### src/rtl/nibcalc_pkg.sv
package nibcalc_pkg;

    localparam int NIB_W = 4;

    // primary opcode field (command bits 6:4)
    localparam logic [2:0] PRI_ADD  = 3'b000;
    localparam logic [2:0] PRI_AND  = 3'b001;
    localparam logic [2:0] PRI_OR   = 3'b010;
    localparam logic [2:0] PRI_XOR  = 3'b011;
    localparam logic [2:0] PRI_SUB  = 3'b100;
    localparam logic [2:0] PRI_CLR  = 3'b101;
    localparam logic [2:0] PRI_LOAD = 3'b110;
    localparam logic [2:0] PRI_EXT  = 3'b111;

    // extended code field (command bits 3:1 when primary is PRI_EXT)
    localparam logic [2:0] EXT_ADD  = 3'b000;
    localparam logic [2:0] EXT_AND  = 3'b001;
    localparam logic [2:0] EXT_OR   = 3'b010;
    localparam logic [2:0] EXT_XOR  = 3'b011;
    localparam logic [2:0] EXT_SUB  = 3'b100;
    localparam logic [2:0] EXT_PUSH = 3'b101;
    localparam logic [2:0] EXT_POP  = 3'b110;
    localparam logic [2:0] EXT_NOP  = 3'b111;

    typedef enum logic [3:0] {
        OP_ADD,
        OP_AND,
        OP_OR,
        OP_XOR,
        OP_SUB,
        OP_CLR,
        OP_LOAD,
        OP_PUSH,
        OP_POP,
        OP_NOP
    } op_e;

    typedef struct packed {
        op_e  op;
        logic stk_src;   // operand comes from stack top
    } dec_t;

endpackage

### src/rtl/nibcalc_decode.sv
module nibcalc_decode
    import nibcalc_pkg::*;
#(
    parameter int DATA_W = NIB_W,
    localparam int CMD_W = DATA_W + 3
) (
    input  logic [CMD_W-1:0] cmd,
    output dec_t             dec
);

    logic [2:0] pri;
    logic [2:0] ext;

    assign pri = cmd[CMD_W-1 -: 3];
    assign ext = cmd[DATA_W-1 -: 3];

    always_comb begin
        dec = '{op: OP_NOP, stk_src: 1'b0};
        if (pri != PRI_EXT) begin
            case (pri)
                PRI_ADD:  dec.op = OP_ADD;
                PRI_AND:  dec.op = OP_AND;
                PRI_OR:   dec.op = OP_OR;
                PRI_XOR:  dec.op = OP_XOR;
                PRI_SUB:  dec.op = OP_SUB;
                PRI_CLR:  dec.op = OP_CLR;
                PRI_LOAD: dec.op = OP_LOAD;
                default:  dec.op = OP_NOP;
            endcase
        end else begin
            dec.stk_src = 1'b1;
            case (ext)
                EXT_ADD:  dec.op = OP_ADD;
                EXT_AND:  dec.op = OP_AND;
                EXT_OR:   dec.op = OP_OR;
                EXT_XOR:  dec.op = OP_XOR;
                EXT_SUB:  dec.op = OP_SUB;
                EXT_PUSH: dec.op = OP_PUSH;
                EXT_POP:  dec.op = OP_POP;
                default:  dec.op = OP_NOP;
            endcase
        end
    end

endmodule

### src/rtl/nibcalc_alu.sv
module nibcalc_alu
    import nibcalc_pkg::*;
#(
    parameter int DATA_W = NIB_W
) (
    input  op_e               op,
    input  logic [DATA_W-1:0] lhs,
    input  logic [DATA_W-1:0] rhs,
    output logic [DATA_W-1:0] res
);

    always_comb begin
        case (op)
            OP_ADD:  res = lhs + rhs;
            OP_SUB:  res = lhs - rhs;
            OP_AND:  res = lhs & rhs;
            OP_OR:   res = lhs | rhs;
            OP_XOR:  res = lhs ^ rhs;
            default: res = lhs;
        endcase
    end

endmodule

### src/rtl/nibcalc_stack.sv
module nibcalc_stack #(
    parameter int DATA_W = 4,
    parameter int DEPTH  = 4,
    localparam int CNT_W = $clog2(DEPTH + 1)
) (
    input  logic              clk,
    input  logic              rst,
    input  logic              push,
    input  logic              pop,
    input  logic [DATA_W-1:0] din,
    output logic [DATA_W-1:0] top,
    output logic [CNT_W-1:0]  count
);

    localparam logic [CNT_W-1:0] FULL_CNT = CNT_W'(DEPTH);

    typedef struct packed {
        logic [DEPTH-1:0][DATA_W-1:0] ent;   // index 0 is the top
        logic [CNT_W-1:0]             cnt;
    } stk_t;

    stk_t stk_d, stk_q;

    always_comb begin
        stk_d = stk_q;
        if (push) begin
            for (int i = DEPTH - 1; i > 0; i--) begin
                stk_d.ent[i] = stk_q.ent[i-1];
            end
            stk_d.ent[0] = din;
            if (stk_q.cnt != FULL_CNT) begin
                stk_d.cnt = stk_q.cnt + 1'b1;
            end
        end else if (pop) begin
            for (int i = 0; i < DEPTH - 1; i++) begin
                stk_d.ent[i] = stk_q.ent[i+1];
            end
            stk_d.ent[DEPTH-1] = '0;
            if (stk_q.cnt != '0) begin
                stk_d.cnt = stk_q.cnt - 1'b1;
            end
        end
    end

    always_ff @(posedge clk) begin
        if (rst) begin
            stk_q <= '0;
        end else begin
            stk_q <= stk_d;
        end
    end

    assign top   = (stk_q.cnt == '0) ? '0 : stk_q.ent[0];
    assign count = stk_q.cnt;

    AST_ONE_STACK_OP: assert property (@(posedge clk) disable iff (rst)
        $onehot0({push, pop}));
    AST_DEPTH_LIMIT: assert property (@(posedge clk) disable iff (rst)
        count <= FULL_CNT);
    AST_PUSH_LANDS: assert property (@(posedge clk) disable iff (rst)
        push |=> top == $past(din));
    AST_FULL_STAYS: assert property (@(posedge clk) disable iff (rst)
        (push && count == FULL_CNT) |=> count == FULL_CNT);
    AST_EMPTY_POP_STAYS: assert property (@(posedge clk) disable iff (rst)
        (pop && count == '0) |=> count == '0);
    AST_POP_SHRINKS: assert property (@(posedge clk) disable iff (rst)
        (pop && count != '0) |=> count == $past(count) - 1'b1);

endmodule

### src/rtl/nibcalc_core.sv
module nibcalc_core
    import nibcalc_pkg::*;
#(
    parameter int DATA_W = NIB_W,
    parameter int DEPTH  = 4,
    localparam int CMD_W = DATA_W + 3,
    localparam int CNT_W = $clog2(DEPTH + 1)
) (
    input  logic              clk,
    input  logic              rst,
    input  logic              exec_i,
    input  logic [CMD_W-1:0]  cmd_i,
    output logic [DATA_W-1:0] acc_o,
    output logic [DATA_W-1:0] top_o,
    output logic [CNT_W-1:0]  depth_o
);

    typedef struct packed {
        logic [DATA_W-1:0] acc;
    } core_t;

    core_t             core_d, core_q;
    dec_t              dec;
    logic [DATA_W-1:0] imm;
    logic [DATA_W-1:0] operand;
    logic [DATA_W-1:0] alu_res;
    logic [DATA_W-1:0] stk_top;
    logic [CNT_W-1:0]  stk_cnt;
    logic              do_push;
    logic              do_pop;

    assign imm = cmd_i[DATA_W-1:0];

    nibcalc_decode #(.DATA_W(DATA_W)) u_dec (
        .cmd (cmd_i),
        .dec (dec)
    );

    assign operand = dec.stk_src ? stk_top : imm;

    nibcalc_alu #(.DATA_W(DATA_W)) u_alu (
        .op  (dec.op),
        .lhs (core_q.acc),
        .rhs (operand),
        .res (alu_res)
    );

    assign do_push = exec_i && (dec.op == OP_PUSH);
    assign do_pop  = exec_i && (dec.op == OP_POP);

    nibcalc_stack #(.DATA_W(DATA_W), .DEPTH(DEPTH)) u_stk (
        .clk   (clk),
        .rst   (rst),
        .push  (do_push),
        .pop   (do_pop),
        .din   (core_q.acc),
        .top   (stk_top),
        .count (stk_cnt)
    );

    always_comb begin
        core_d = core_q;
        if (exec_i) begin
            case (dec.op)
                OP_ADD, OP_AND, OP_OR, OP_XOR, OP_SUB: core_d.acc = alu_res;
                OP_CLR:  core_d.acc = '0;
                OP_LOAD: core_d.acc = imm;
                OP_POP:  core_d.acc = stk_top;
                default: core_d.acc = core_q.acc;
            endcase
        end
    end

    always_ff @(posedge clk) begin
        if (rst) begin
            core_q <= '0;
        end else begin
            core_q <= core_d;
        end
    end

    assign acc_o   = core_q.acc;
    assign top_o   = stk_top;
    assign depth_o = stk_cnt;

    AST_IDLE_HOLDS: assert property (@(posedge clk) disable iff (rst)
        !exec_i |=> ($stable(acc_o) && $stable(depth_o) && $stable(top_o)));
    AST_CLEAR_ZERO: assert property (@(posedge clk) disable iff (rst)
        (exec_i && cmd_i[CMD_W-1 -: 3] == PRI_CLR) |=> acc_o == '0);
    AST_LOAD_COPY: assert property (@(posedge clk) disable iff (rst)
        (exec_i && cmd_i[CMD_W-1 -: 3] == PRI_LOAD)
            |=> acc_o == $past(cmd_i[DATA_W-1:0]));
    AST_POP_TAKES_TOP: assert property (@(posedge clk) disable iff (rst)
        (exec_i && cmd_i[CMD_W-1 -: 3] == PRI_EXT
                && cmd_i[DATA_W-1 -: 3] == EXT_POP)
            |=> acc_o == $past(top_o));
    AST_PUSH_KEEPS_ACC: assert property (@(posedge clk) disable iff (rst)
        (exec_i && cmd_i[CMD_W-1 -: 3] == PRI_EXT
                && cmd_i[DATA_W-1 -: 3] == EXT_PUSH)
            |=> $stable(acc_o));
    AST_EMPTY_TOP_ZERO: assert property (@(posedge clk) disable iff (rst)
        depth_o == '0 |-> top_o == '0);

endmodule

### config.mk
export PLATFORM = sky130hd
export DESIGN_NAME = nibcalc_core
export DESIGN_NICKNAME = d
export VERILOG_FILES = /design/src/rtl/nibcalc_pkg.sv /design/src/rtl/nibcalc_decode.sv /design/src/rtl/nibcalc_alu.sv /design/src/rtl/nibcalc_stack.sv /design/src/rtl/nibcalc_core.sv
export SDC_FILE = /design/constraint.sdc
export NUM_CORES = 1
export LEC_CHECK = 0
export ABC_CLOCK_PERIOD_IN_PS = 5600
export BUFFER_PORTS_ARGS = -buffer_cell sky130_fd_sc_hd__buf_2
export CAP_MARGIN = 20
export CORE_MARGIN = 5
export CORE_UTILIZATION = 60
export CTS_BUF_LIST = sky130_fd_sc_hd__clkbuf_4 sky130_fd_sc_hd__clkbuf_8
export DETAILED_ROUTE_END_ITERATION = 16
export HOLD_SLACK_MARGIN = 0.02
export PLACE_DENSITY = 0.82
export SYNTH_ARGS = -nofsm -noshare
export SYNTH_HDL_FRONTEND = slang
export SYNTH_SLANG_ARGS = --single-unit
### constraint.sdc
create_clock -name clk -period 5.6 [get_ports clk]
set_input_delay 0.56 -clock clk [delete_from_list [all_inputs] [get_ports clk]]
set_output_delay 0.56 -clock clk [all_outputs]
set_load 0.01 [all_outputs]
==> run summary <==
Post-route DRC violation count = 0
Max Clk Rate = 0.3177 GHz
Post-synth EDFFs = 0
Setup Skew = 0.01468 ns
Hold Vio Cnt, Final = 0
Final Cell Area = 0.001772 mm²
Post-synth top area share = 26.69%
Fin Setup TNS = 0 ns
Predominant post-synthesis flop cell = dfxtp_1
Post_cts resized = 0
Sw power = 0.1056 mW
Finish-stage setup viols = 0
Synth warn = 0
Count of pins over their slew limit = 0
Power share of the clock group = 22.5%
Initial antenna violation count = 0
Part of the power in registers = 51.3%
Worst hold path class = flip-flop to flip-flop
Hold_sp = u_stk.stk_q[17]$_SDFFE_PP0P_
CTS buffer count = 3
Via count = 1554
Overflow after GRT = 0
Crit-path max FO = 8
PortBufs = 20
Commonest cells after routing, fill and taps aside = nand2_1, dfxtp_1, nor2_1
Placed cell area = 0.001744 mm²
# clock sinks = 23
Worst IR Drop VDD = 234.2 µV
Global-route wire length before repair = 6.306 mm
# placed instances = 248
FF-to-FF Start = u_stk.count[2]$_SDFFE_PP0P_
CP max stage delay = 0.41 ns
Cell taking the most area after synthesis = dfxtp_1
GPL Wtd Cong = 0.8328
Share of post-route cells with drive strength above 1 = 13.12%
Worst Path Required = 5.84 ns
Starting DRT DRC Count = 105
WS Path Type = flip-flop to flip-flop
H-tree depth = 1
Net Sw Frac = 31.06%
Final Cycle Share = 56.20%
Final ANT Viol Nets = 0
Most frequent CP cell = ha_1
Clk buf depth = 2
Vias/cell = 6.167
CP Cell Sequence = o31a_1, mux2i_1, ha_1, o21ai_0, ha_1, a31oi_1, xnor3_1, xnor2_1, o221ai_1, a211oi_1
Async set-reset flop share out of synthesis = 0%
Die area = 0.004048 mm²
Power density over the cells = 191.9 mW/mm²
Crit-path slowest cell = dfxtp_1
Final WL = 3.703 mm
Final WS setup = 2.453 ns
Fin crit period = 3.147 ns
Leading cell type in the layout, fill and taps excluded = nand2_1
CTS Hold Bufs = 0
Top-Level Pins = 21
Core ar. = 0.002758 mm²
Mapped Cells = 214
CTS tree = built
Vias in the first global route = 1356
Net Count, Synth = 238
Worst Tran Pin Value = 0.6654 ns
Top area cells in the synthesized netlist = dfxtp_1, ha_1, nand2_1, a311oi_1, nor2_1
Slew margin rel. = 55.43%
Die H = 63.63 µm
Sequential-to-total area share from yosys stat = 26.69%
Starting Density = 62.57%
Root Buffer = clkbuf_4
Yosys cell types = 46
Worst Setup SP = u_stk.count[2]$_SDFFE_PP0P_
DPL Wire Length = 2.796 mm
R2R setup slack = 2.45 ns
RR Endpoint = acc_o[3]$_SDFFE_PP0P_
Avg WL per Cell = 14.69 µm
Pin count of the biggest net entering global routing = 24
Unrepaired setup endpoints after global routing = no
Critical path startpoint category = flip-flop
P_leak = 0.7078 nW
Clock transition at path regs = 0.13 ns
Status = finished clean
Worst skew pair latency = 0.32 ns
Die Width = 63.63 µm
Combinational group share of total power = 26.3%
Final cell count without fillers = 252
Synth-to-layout area growth = 2.683%
Avg Cell Area, Syn = 8.063 µm²
Hold Path End = u_stk.stk_q[13]$_SDFFE_PP0P_
Min-Delay Path Depth = 2
Nets = 246
# rows = 19
Crit end category = flip-flop
Gr usage total = 18.78%
Critical path arrival = 3.39 ns
DRT Pass-1 Iters = 4
Max cap viols = 0
Pre-CTS WS = 2.141 ns
Antenna cells = 0
Seq cells post-synth = 23
FF-to-FF path depth = 10
Synthesized area = 0.001725 mm²
# Post-CTS Setup Buffers = 0
Internal Power = 0.2344 mW
power groups by stage:
stage	sequential, mW	clock (mW)	combinational (mW)
final	0.174	0.0763	0.0893
after global routing	0.175	0.0866	0.0988
after CTS	0.174	0.0782	0.0883
after detailed placement	0.178	0	0.0879
after global placement	0.178	0	0.0849
after floorplan	0.178	0	0.0695
stage by stage:
step	hold WS, ns	total power, mW	utilization (%)
5_1_grt	0.5124	0.3608	64.25
3_3_place_gp	0.4702	0.2629	63.25
2_1_floorplan	0.4498	0.2474	-
6_report	0.4755	0.3399	64.25
3_5_place_dp	0.4729	0.2660	63.25
4_1_cts	0.4817	0.3408	64.25
cells in the mapped netlist, types with 2 or more instances:
cell	count
a21o_1	2
a21oi_1	12
a22oi_1	5
a311oi_1	10
a31oi_1	3
buf_4	4
buf_6	4
clkbuf_1	7
dfxtp_1	23
fa_1	2
ha_1	12
inv_1	14
mux2i_1	4
nand2_1	30
nand3_1	2
nand3b_1	2
nor2_1	21
nor3_1	6
o211ai_1	3
o21a_1	2
o21ai_0	7
o221ai_1	3
o22ai_1	5
o31a_1	4
xnor2_1	4
xor2_1	3
worst max-delay path by stage:
stage	slack, ns	to
2_1_floorplan	2.49	acc_o[3]$_SDFFE_PP0P_
3_3_place_gp	2.28	acc_o[3]$_SDFFE_PP0P_
3_5_place_dp	2.14	acc_o[3]$_SDFFE_PP0P_
4_1_cts	2.46	acc_o[3]$_SDFFE_PP0P_
5_1_grt	2.24	acc_o[3]$_SDFFE_PP0P_
6_report	2.45	acc_o[3]$_SDFFE_PP0P_
cell type report:
class	instances	area, µm²
Clock buffer	3	22.52
Multi-Input combinational cell	159	1089
Timing Repair Buffer	20	100.1
Fill cell	245	985.9
Clock inverter	1	5.005
Sequential cell	23	460.4
Tap cell	31	38.79
Inverter	15	56.30
state kept, by name, indices dropped and copies added (netlist names):
signal	flops
u_stk.count	3
acc_o	4
u_stk.stk_q	16
kinds of logic (layout without fill, tap and decap cells):
| group | after synthesis | after routing | share of synthesized area, % |
|---|---|---|---|
| XOR/XNOR | 8 | 8 | 4.859 |
| flip-flops | 23 | 23 | 26.69 |
| AO/OA/AOI/OAI | 64 | 64 | 26.03 |
| AND/OR/NAND/NOR | 68 | 68 | 17.55 |
| multiplexers | 5 | 5 | 3.626 |
| buffers and inverters | 32 | 39 | 10.22 |
| adder cells (fa/ha/maj) | 14 | 14 | 11.02 |
worst max-delay path, delay by kind of cell, from the launching register on:
| kind | cells | cell delay, ns |
|---|---|---|
| compound gates | 5 | 1.29 |
| xor+xnor | 2 | 0.39 |
| fa+ha+maj | 2 | 0.61 |
| flops | 1 | 0.41 |
| mux | 1 | 0.36 |
routing by layer:
| layer | GRT usage, % | vias to the layer above | part of all wire, % |
|---|---|---|---|
| li1 | - | 784 | - |
| met1 | 28.79 | 725 | 52 |
| met2 | 27.03 | 43 | 42 |
| met3 | 4.440 | 2 | 6.4 |
| met4 | 2.338 | 0 | 0.27 |
| met5 | 0 | - | 0 |
Note: power is estimated with default switching activity, not from simulation.
